<file path="src/rtl/dma_seq_pkg.sv">
package dma_seq_pkg;
  localparam int CFG_PER_INC   = 9;
  localparam int CFG_MEM_INC   = 10;
  localparam int CFG_WIDTH_LO  = 11;
  localparam int CFG_PER_FIX4  = 15;
  localparam int FEAT_ALT_ACK  = 4;

  typedef enum logic [1:0] {
    ST_IDLE = 2'd0,
    ST_WAIT = 2'd1,
    ST_XFER = 2'd2,
    ST_HOLD = 2'd3
  } seqState_t;

  typedef struct packed {
    logic load;
    logic step;
  } seqStrobe_t;
endpackage

</file>
<file path="src/rtl/dma_seq_ctrl.sv">
module dma_seq_ctrl
  import dma_seq_pkg::*;
#(
  parameter int NUM_REQ = 8,
  parameter int SEL_W   = $clog2(NUM_REQ)
) (
  input  logic               clk,
  input  logic               rstN,
  input  logic               start,
  input  logic               countNonZero,
  input  logic [SEL_W-1:0]   reqSel,
  input  logic               altAckIn,
  input  logic [NUM_REQ-1:0] reqLines,
  input  logic               beatDone,
  input  logic               lastBeat,
  input  logic               remZero,
  output seqStrobe_t         strobes,
  output logic               ack,
  output logic               beatStrobe,
  output logic               cplIrq,
  output logic               active
);
  seqState_t state, nextState;
  logic [SEL_W-1:0] selLat;
  logic altLat;
  logic reqHit;
  logic finishing;

  assign reqHit = reqLines[selLat];

  always_comb begin
    nextState    = state;
    strobes.load = 1'b0;
    strobes.step = 1'b0;
    finishing    = 1'b0;
    unique case (state)
      ST_IDLE: begin
        if (start && countNonZero) begin
          strobes.load = 1'b1;
          nextState    = ST_WAIT;
        end
      end
      ST_WAIT: begin
        if (reqHit) nextState = ST_XFER;
      end
      ST_XFER: begin
        if (beatDone) begin
          strobes.step = 1'b1;
          if (altLat || !reqHit) begin
            if (lastBeat) begin
              nextState = ST_IDLE;
              finishing = 1'b1;
            end else begin
              nextState = ST_WAIT;
            end
          end else begin
            nextState = ST_HOLD;
          end
        end
      end
      ST_HOLD: begin
        if (!reqHit) begin
          if (remZero) begin
            nextState = ST_IDLE;
            finishing = 1'b1;
          end else begin
            nextState = ST_WAIT;
          end
        end
      end
      default: nextState = ST_IDLE;
    endcase
  end

  always_ff @(posedge clk or negedge rstN) begin
    if (!rstN) begin
      state      <= ST_IDLE;
      selLat     <= '0;
      altLat     <= 1'b0;
      beatStrobe <= 1'b0;
      cplIrq     <= 1'b0;
    end else begin
      state      <= nextState;
      beatStrobe <= (state == ST_WAIT) && reqHit;
      cplIrq     <= finishing;
      if (strobes.load) begin
        selLat <= reqSel;
        altLat <= altAckIn;
      end
    end
  end

  assign ack    = (state == ST_XFER) || (state == ST_HOLD);
  assign active = (state != ST_IDLE);

  assert_strobe_single_R4: assert property (@(posedge clk) disable iff (!rstN)
    beatStrobe |=> !beatStrobe);
  assert_strobe_with_ack_R4: assert property (@(posedge clk) disable iff (!rstN)
    beatStrobe |-> ack);
  assert_std_ack_held_R8: assert property (@(posedge clk) disable iff (!rstN)
    (ack && !altLat && reqHit) |=> ack);
  assert_alt_ack_release_R9: assert property (@(posedge clk) disable iff (!rstN)
    (state == ST_XFER && beatDone && altLat) |=> !ack);
  assert_irq_single_R11: assert property (@(posedge clk) disable iff (!rstN)
    cplIrq |=> !cplIrq);
  assert_irq_idle_R11: assert property (@(posedge clk) disable iff (!rstN)
    cplIrq |-> !active);
endmodule

</file>
<file path="src/rtl/dma_seq_dpath.sv">
module dma_seq_dpath
  import dma_seq_pkg::*;
#(
  parameter int ADDR_W = 32,
  parameter int CNT_W  = 16,
  parameter int CFG_W  = 32
) (
  input  logic              clk,
  input  logic              rstN,
  input  seqStrobe_t        strobes,
  input  logic [CFG_W-1:0]  cfgWord,
  input  logic [ADDR_W-1:0] perStartAddr,
  input  logic [ADDR_W-1:0] memStartAddr,
  input  logic [CNT_W-1:0]  beatCount,
  output logic [ADDR_W-1:0] perAddr,
  output logic [ADDR_W-1:0] memAddr,
  output logic              lastBeat,
  output logic              remZero
);
  localparam int STEP_W = 3;

  logic [CNT_W-1:0]  remaining;
  logic [STEP_W-1:0] perStep, memStep;
  logic [STEP_W-1:0] unitBytes, perStepNew, memStepNew;

  always_comb begin
    unique case (cfgWord[CFG_WIDTH_LO +: 2])
      2'd0:    unitBytes = STEP_W'(1);
      2'd1:    unitBytes = STEP_W'(2);
      default: unitBytes = STEP_W'(4);
    endcase
    if (!cfgWord[CFG_PER_INC])      perStepNew = '0;
    else if (cfgWord[CFG_PER_FIX4]) perStepNew = STEP_W'(4);
    else                            perStepNew = unitBytes;
    memStepNew = cfgWord[CFG_MEM_INC] ? unitBytes : '0;
  end

  always_ff @(posedge clk or negedge rstN) begin
    if (!rstN) begin
      perAddr   <= '0;
      memAddr   <= '0;
      remaining <= '0;
      perStep   <= '0;
      memStep   <= '0;
    end else if (strobes.load) begin
      perAddr   <= perStartAddr;
      memAddr   <= memStartAddr;
      remaining <= beatCount;
      perStep   <= perStepNew;
      memStep   <= memStepNew;
    end else if (strobes.step) begin
      perAddr   <= perAddr + ADDR_W'(perStep);
      memAddr   <= memAddr + ADDR_W'(memStep);
      remaining <= remaining - CNT_W'(1);
    end
  end

  assign lastBeat = (remaining == CNT_W'(1));
  assign remZero  = (remaining == '0);

  assert_addr_quiet_R10: assert property (@(posedge clk) disable iff (!rstN)
    (!strobes.load && !strobes.step) |=> ($stable(perAddr) && $stable(memAddr)));
  assert_step_nonempty_R11: assert property (@(posedge clk) disable iff (!rstN)
    strobes.step |-> !remZero);
endmodule

</file>
<file path="src/rtl/dma_chan_seq.sv">
module dma_chan_seq
  import dma_seq_pkg::*;
#(
  parameter int NUM_REQ = 8,
  parameter int SEL_W   = $clog2(NUM_REQ),
  parameter int ADDR_W  = 32,
  parameter int CNT_W   = 16,
  parameter int CFG_W   = 32
) (
  input  logic               clk,
  input  logic               rstN,
  input  logic               start,
  input  logic [SEL_W-1:0]   reqSel,
  input  logic [CFG_W-1:0]   cfgWord,
  input  logic [CFG_W-1:0]   featWord,
  input  logic [ADDR_W-1:0]  perStartAddr,
  input  logic [ADDR_W-1:0]  memStartAddr,
  input  logic [CNT_W-1:0]   beatCount,
  input  logic [NUM_REQ-1:0] reqLines,
  input  logic               beatDone,
  output logic               ack,
  output logic               beatStrobe,
  output logic [ADDR_W-1:0]  perAddr,
  output logic [ADDR_W-1:0]  memAddr,
  output logic               cplIrq,
  output logic               active
);
  seqStrobe_t strobes;
  logic lastBeat, remZero;

  dma_seq_ctrl #(.NUM_REQ(NUM_REQ), .SEL_W(SEL_W)) u_ctrl (
    .clk(clk), .rstN(rstN), .start(start), .countNonZero(beatCount != '0),
    .reqSel(reqSel), .altAckIn(featWord[FEAT_ALT_ACK]), .reqLines(reqLines),
    .beatDone(beatDone), .lastBeat(lastBeat), .remZero(remZero),
    .strobes(strobes), .ack(ack), .beatStrobe(beatStrobe), .cplIrq(cplIrq),
    .active(active)
  );

  dma_seq_dpath #(.ADDR_W(ADDR_W), .CNT_W(CNT_W), .CFG_W(CFG_W)) u_dpath (
    .clk(clk), .rstN(rstN), .strobes(strobes), .cfgWord(cfgWord),
    .perStartAddr(perStartAddr), .memStartAddr(memStartAddr),
    .beatCount(beatCount), .perAddr(perAddr), .memAddr(memAddr),
    .lastBeat(lastBeat), .remZero(remZero)
  );
endmodule

</file>
<file path="config.mk">
export PLATFORM = sky130hd
export DESIGN_NAME = dma_chan_seq
export DESIGN_NICKNAME = d
export VERILOG_FILES = /design/src/rtl/dma_seq_pkg.sv /design/src/rtl/dma_seq_ctrl.sv /design/src/rtl/dma_seq_dpath.sv /design/src/rtl/dma_chan_seq.sv
export SDC_FILE = /design/constraint.sdc
export NUM_CORES = 1
export LEC_CHECK = 0
export ABC_AREA = 1
export BUFFER_PORTS_ARGS = -buffer_cell sky130_fd_sc_hd__buf_2
export CORE_ASPECT_RATIO = 1.1
export CORE_MARGIN = 3
export CORE_UTILIZATION = 45
export CTS_CLUSTER_DIAMETER = 40
export DETAILED_ROUTE_END_ITERATION = 7
export GPL_ROUTABILITY_DRIVEN = 0
export PLACE_DENSITY_LB_ADDON = 0.08
export SYNTH_ARGS = -nofsm -noshare
export SYNTH_HDL_FRONTEND = slang
export SYNTH_SLANG_ARGS = --single-unit
</file>
<file path="constraint.sdc">
create_clock -name clk -period 5.45 [get_ports clk]
set_input_delay 1.09 -clock clk [delete_from_list [all_inputs] [get_ports clk]]
set_output_delay 1.09 -clock clk [all_outputs]
set_load 0.02 [all_outputs]
</file>
# ---- Word-level counts from Yosys, hierarchy flattened
# Index checks and enable logic that the tools add are counted.
# W data, S select, Z words.
dict set report op_classes {
  shift 0
  n_reduce_logical 12
  magnitude_cmp 1
  n_div 0
  eq_ne 9
  muxes 30
  n_mul 0
  add_sub_neg 3
  n_bitwise 0
}
# op n
set ops {}
lappend ops {{$mux W32} 4}
lappend ops {{$add A32 B3 Y32} 2}
lappend ops {{$mux W16} 2}
lappend ops {{$eq A16 B1 Y1 const B} 1}
lappend ops {{$logic_not A16 Y1} 1}
lappend ops {{$reduce_bool A16 Y1} 1}
lappend ops {{$sub A16 B1 Y16 const B} 1}
lappend ops {{$mux W1} 12}
lappend ops {{$mux W2} 5}
lappend ops {{$mux W3} 3}
lappend ops {{$pmux W2 S4} 1}
lappend ops {{$pmux W3 S2} 1}
lappend ops {{$eq A2 B1 Y1 const B} 2}
lappend ops {{$eq A2 B2 Y1 const B} 2}
lappend ops {{$logic_not A2 Y1} 2}
lappend ops {{$lt A3 B4 Y1 const B} 1}
lappend ops {{$ne A2 B1 Y1 const B} 2}
lappend ops {{$ne A2 B2 Y1 const B} 2}
lappend ops {{$reduce_and A4 Y1} 1}
lappend ops {{$reduce_bool A2 Y1} 2}
lappend ops {{$bmux W1 S3} 1}
lappend ops {{$logic_and A1 B1 Y1} 2}
lappend ops {{$logic_or A1 B1 Y1} 2}
lappend ops {{$pmux W1 S2} 1}
lappend ops {{$logic_not A1 Y1} 1}
dict set report totals {
  mem_bits_rw 0
  rom_bits 0
  regBits 94
  memories 0
  inputBits 159
  wordCells 65
  latch_bits 0
  output_inout_bits 68
}

# ---- Depth between registers and ports, before layout
dict set report logic_depth {
  word_depth 7
  ltp_mapped 13
  depth_no_buf 13
}

# ---- Cells and area by module
# A second synthesis with hierarchy kept.
dict set report unflattened {
  hier_cells 933
  area_unflattened_um2 6540.0
}
# mod n_inst cells_each area_each_um2
set by_module_without_submodules {}
lappend by_module_without_submodules {dma_seq_dpath 1 839 5925.7}
lappend by_module_without_submodules {dma_seq_ctrl 1 79 558.0}
lappend by_module_without_submodules {dma_chan_seq 1 15 56.3}

# ---- Worst setup path after synthesis
# Ideal clock, no wire load.
dict set report synth_path {
  path_type {input to register}
  start {in beatCount[15]}
  end {reg u_dpath.memAddr[24]}
  path_slack_ns 3.344
  stages 11
  t_required_ns 5.382
  setup_time_ns 0.068
  arrival_ns 2.037
  path_cell_list {nor2_1 -> nand2_1 -> nor2_1 -> nand2_1 -> nand3_4 -> nand2_4 -> inv_2 -> buf_6 -> buf_6 -> nand2_1 -> nand3_1}
}
dict set report synth_via {
  elab_chain_len 5
  word_cells_on_any_way 6
  cone_classes {mux: 3; reduce/logical: 3}
}
# item line
set synth_rtl {}
lappend synth_rtl {{start: declaration} dma_chan_seq.sv:18} ;# input logic [CNT_W-1:0] beatCount,
lappend synth_rtl {{$reduce_bool A16 Y1 *} dma_chan_seq.sv:32} ;# .clk(clk), .rstN(rstN), .start(start), .countNonZero(beatCount != '0),
lappend synth_rtl {{$logic_and A1 B1 Y1 *} dma_seq_ctrl.sv:38} ;# if (start && countNonZero) begin
lappend synth_rtl {{$mux W1 *} dma_seq_ctrl.sv:38}
lappend synth_rtl {{$mux W1 *} dma_seq_ctrl.sv:36} ;# unique case (state)
lappend synth_rtl {{$mux W32 or $reduce_bool A2 Y1 (tied branches)} n/a}
lappend synth_rtl {{end signal: assignment} dma_seq_dpath.sv:47} ;# memAddr <= memStartAddr;
lappend synth_rtl {{end signal: assignment} dma_seq_dpath.sv:53} ;# memAddr <= memAddr + ADDR_W'(memStep);
lappend synth_rtl {{end: declaration} dma_seq_dpath.sv:16} ;# output logic [ADDR_W-1:0] memAddr,
# Every way passes the cells marked *; elsewhere a longest branch is shown, timed or not.
# A chain may end at the register's enable or synchronous reset.

# ---- Worst setup path in the final report
dict set report layout_path {
  start {in beatCount[4]}
  end {reg u_dpath.perAddr[21]}
}
dict set report layout_via {
  elab_chain_len 5
  word_cells_on_any_way 6
  cone_classes {mux: 3; reduce/logical: 3}
}
# item line
set layout_rtl {}
lappend layout_rtl {{$reduce_bool A16 Y1 *} dma_chan_seq.sv:32}
lappend layout_rtl {{$logic_and A1 B1 Y1 *} dma_seq_ctrl.sv:38}
lappend layout_rtl {{$mux W1 *} dma_seq_ctrl.sv:38}
lappend layout_rtl {{$mux W1 *} dma_seq_ctrl.sv:36}
lappend layout_rtl {{$mux W32 or $reduce_bool A2 Y1 (tied branches)} n/a}
lappend layout_rtl {{end signal: assignment} dma_seq_dpath.sv:46} ;# perAddr <= perStartAddr;
lappend layout_rtl {{end signal: assignment} dma_seq_dpath.sv:52} ;# perAddr <= perAddr + ADDR_W'(perStep);
lappend layout_rtl {{end: declaration} dma_seq_dpath.sv:15} ;# output logic [ADDR_W-1:0] perAddr,
# Marked as above.

==> out/results.ini <==
[detailed_routing]
drc = 0
ant_nets = 0
wl_met1_microns = 8460
drt_iter0_drc = 465
vias_per_cell = 5.12
wl_met3_microns = 802
wl_per_cell_microns = 14.2
met2WireLength_microns = 8670
routed_wl_microns = 18300
first_pass_iters = 5
vias = 6611
maxUsedRoutingLayer = met4

[placed_design]
place_inst = 1275
dp_hpwl_microns = 13700
port_buffers = 168
pre_cts_slack_ns = 2.10
placed_cell_area_sq_um = 7340

[worst_setup_path]
cpMostUsedCell = nand2_1
path_class = in -> reg
crit_path_end_kind = register
worst-path-stages = 10
cp-start-kind = input pin
crit_path_top_delay_cell = inv_2
critPathRequiredTime_ns = 5.72
r2r_slack_ns = 2.95
cp_num_buf_inv = 3
crit_fanout = 50
path_cells = buf_2 > nor2_1 > nand2_1 > nor2_1 > nand2_1 > nand3_4 > inv_2 > buf_4 > nand2_1 > o211ai_1
critical_path.top_delay_family = buffers and inverters
arrival_ns = 3.19
setup.worst_path.start = beatCount[4]
reg2reg_to = u_dpath.perAddr[5]$_DFFE_PN0P_
r2r-start = u_ctrl.state[1]$_DFFE_PN0P_
cp-endpoint = u_dpath.perAddr[21]$_DFFE_PN0P_
cpPeakStageDelay_ns = 0.66
worstRegToRegCells = 7

[global_route]
grt_use_total_pct = 23.8
grt_pass1_vias = 6132
antenna_found_initial = 0
grt_pass1_wl_microns = 30000
gr-total-overflow = 0
grt_max_degree = 59

[floorplan]
die_x_microns = 120
io_pins = 227
die_y_microns = 131
design.die.area_sq_um = 15600
core_sq_um = 13900
fp-row-count = 45
initial_utilization_pct = 46.1

[sta]
slew_headroom_pct = 27.6
tightest_slew_ns = 1.09
setup_slack_ns = 2.53
fmax_mhz = 342
setup_viol = 0
finalCritPeriodShare_pct = 53.6
hold_viol_final = 0
fin_tns_setup_ns = 0
rsz0062_at_grt = no
post-route-min-period_ns = 2.92
skew_ns = 0.00703
slew_violations = 0

[cells_and_area]
fillers = 1489
multi_input_area_sq_um = 3610
fin_nets = 1268
layout-drive-gt1-share_pct = 19.3
final_cells = 1291
final_area_sq_um = 7600
diodes = 0
area_growth_pct = 19.2
seq_area_sq_um = 2350

[clocking]
ctsResizeCount = 0
postCtsSetupBuffers = 0
htreeDepth = 3
cts_tree = yes
clockBufferDepth = 2
root_buffer = clkbuf_16
hold_buffers = 0
clk_pin_slew_ns = 0.06
worst_skew_pair.late_latency_ns = 0.35
cts_sinks = 94
cts-buffers-inserted = 9

[logic_synthesis]
synth_edf_count = 0
synth_common_cells = nand2_1 (366), nand3_1 (113), dfrtp_1 (94), nor2_1 (89), inv_1 (70)
yosysMostFrequentCell = nand2_1
syn_area_per_cell_sq_um = 6.77
yosysSeqAreaShare_pct = 36.9
ys_seq_elements = 94
synth_cells = 942
ys_warn_count = 0
netlist.area_leader.share_pct = 36.9
synth_area_sq_um = 6380
syn_nets = 1112
yosys.cell_types.count = 39
yosys.area.top_type = dfrtp_1
synth_area_leaders = dfrtp_1 (37%), nand2_1 (22%), nand3_1 (8.9%), nor2_1 (5.2%), inv_1 (4.1%)
synthArstFlopShare_pct = 100
ys.flop_type = dfrtp_1

[status]
outcome = finished, final reports clean

[pwr]
power_leakage_nw = 3.72
p_per_area_nw_per_um2 = 515
power_mw = 3.91
ir_drop_mv = 0.236

[worst_hold_path]
hold_path.class = reg -> reg

[job]
drv_cap = 0

## report_power, final
part / internal (mW) / switching [mW]
registers: 1.02 / 0.423
logic: 0.671 / 1.21
clock network: 0.308 / 0.280
## metal layers
| layer | vias up | global-route usage (%) |
|---|---|---|
| met5 | - | 0 |
| met4 | 0 | 8.83 |
| met3 | 22 | 3.10 |
| met2 | 161 | 39.9 |
| met1 | 3055 | 31.9 |
| li1 | 3373 | - |
## how the worst min path moves through the flow
stage / startpoint / end / slack (ns) / cells after the start
after detailed placement: u_dpath.memStep[0]$_DFFE_PN0P_ / u_dpath.memStep[0]$_DFFE_PN0P_ / 0.48 / 2
after CTS: u_dpath.memStep[0]$_DFFE_PN0P_ / u_dpath.memStep[0]$_DFFE_PN0P_ / 0.50 / 2
after floorplan: u_ctrl.altLat$_DFFE_PN0P_ / u_ctrl.altLat$_DFFE_PN0P_ / 0.44 / 2
final: u_dpath.memStep[0]$_DFFE_PN0P_ / u_dpath.memStep[0]$_DFFE_PN0P_ / 0.50 / 2
after global placement: u_dpath.memStep[0]$_DFFE_PN0P_ / u_dpath.memStep[0]$_DFFE_PN0P_ / 0.47 / 2
after global routing: u_dpath.memStep[2]$_DFFE_PN0P_ / u_dpath.memStep[2]$_DFFE_PN0P_ / 0.54 / 2
## through the flow
| step | utilization [%] | hold slack, ns |
|---|---|---|
| after global routing | 54.9 | 0.538 |
| after CTS | 54.9 | 0.498 |
| final | 54.9 | 0.496 |
| after global placement | 53.0 | 0.474 |
| after floorplan | - | 0.440 |
| after detailed placement | 53.0 | 0.482 |
## cell families after synthesis
family                     Yosys count  share of synthesized area, %
adders and majority gates           11                          2.39
buffers and inverters              100                          6.61
and+or+nand+nor                    639                          43.2
DFF                                 94                          36.9
xor gates and xnor gates            26                          3.57
AOI/OAI and AO/OA                   72                          7.33
## cells in the final DEF (no fill, tap or decap), types with 10 or more instances in the layout
master / instances
buf_2: 167
nand2_1: 366
o211ai_1: 25
o21ai_0: 19
xor2_1: 16
nand3_1: 113
dfrtp_1: 94
inv_1: 70
nand3b_1: 13
nand4_1: 15
nor2_1: 89
xnor2_1: 10
nor3_1: 21
## layout make-up
cell class	instances	share of cell area, %
Multi-Input combinational cell	748	47.4
Timing Repair Buffer	171	11.4
Clock inverter	6	0.510
Clock buffer	10	3.01
Inverter	74	3.65
Sequential cell	94	30.9
Tap cell	188	3.09
## worst register-to-register path: stages, from the launching register on
cell and delay [ns]:
dfrtp_1 0.45, inv_2 0.11, nor2_4 0.05, nand2_2 0.41
nand2_4 0.26, inv_2 0.85, nand2_1 0.17, o211ai_1 0.13
## flip-flops by register name (all words and copies together) (netlist names)
signal	count
u_ctrl.beatStrobe	1
u_ctrl.altLat	1
u_dpath.perAddr	32
u_dpath.memStep	3
u_dpath.memAddr	32
u_dpath.perStep	3
u_dpath.remaining	16
u_ctrl.state	2
u_ctrl.selLat	3
u_ctrl.cplIrq	1
No activity file was read; power rests on OpenSTA's default activity.
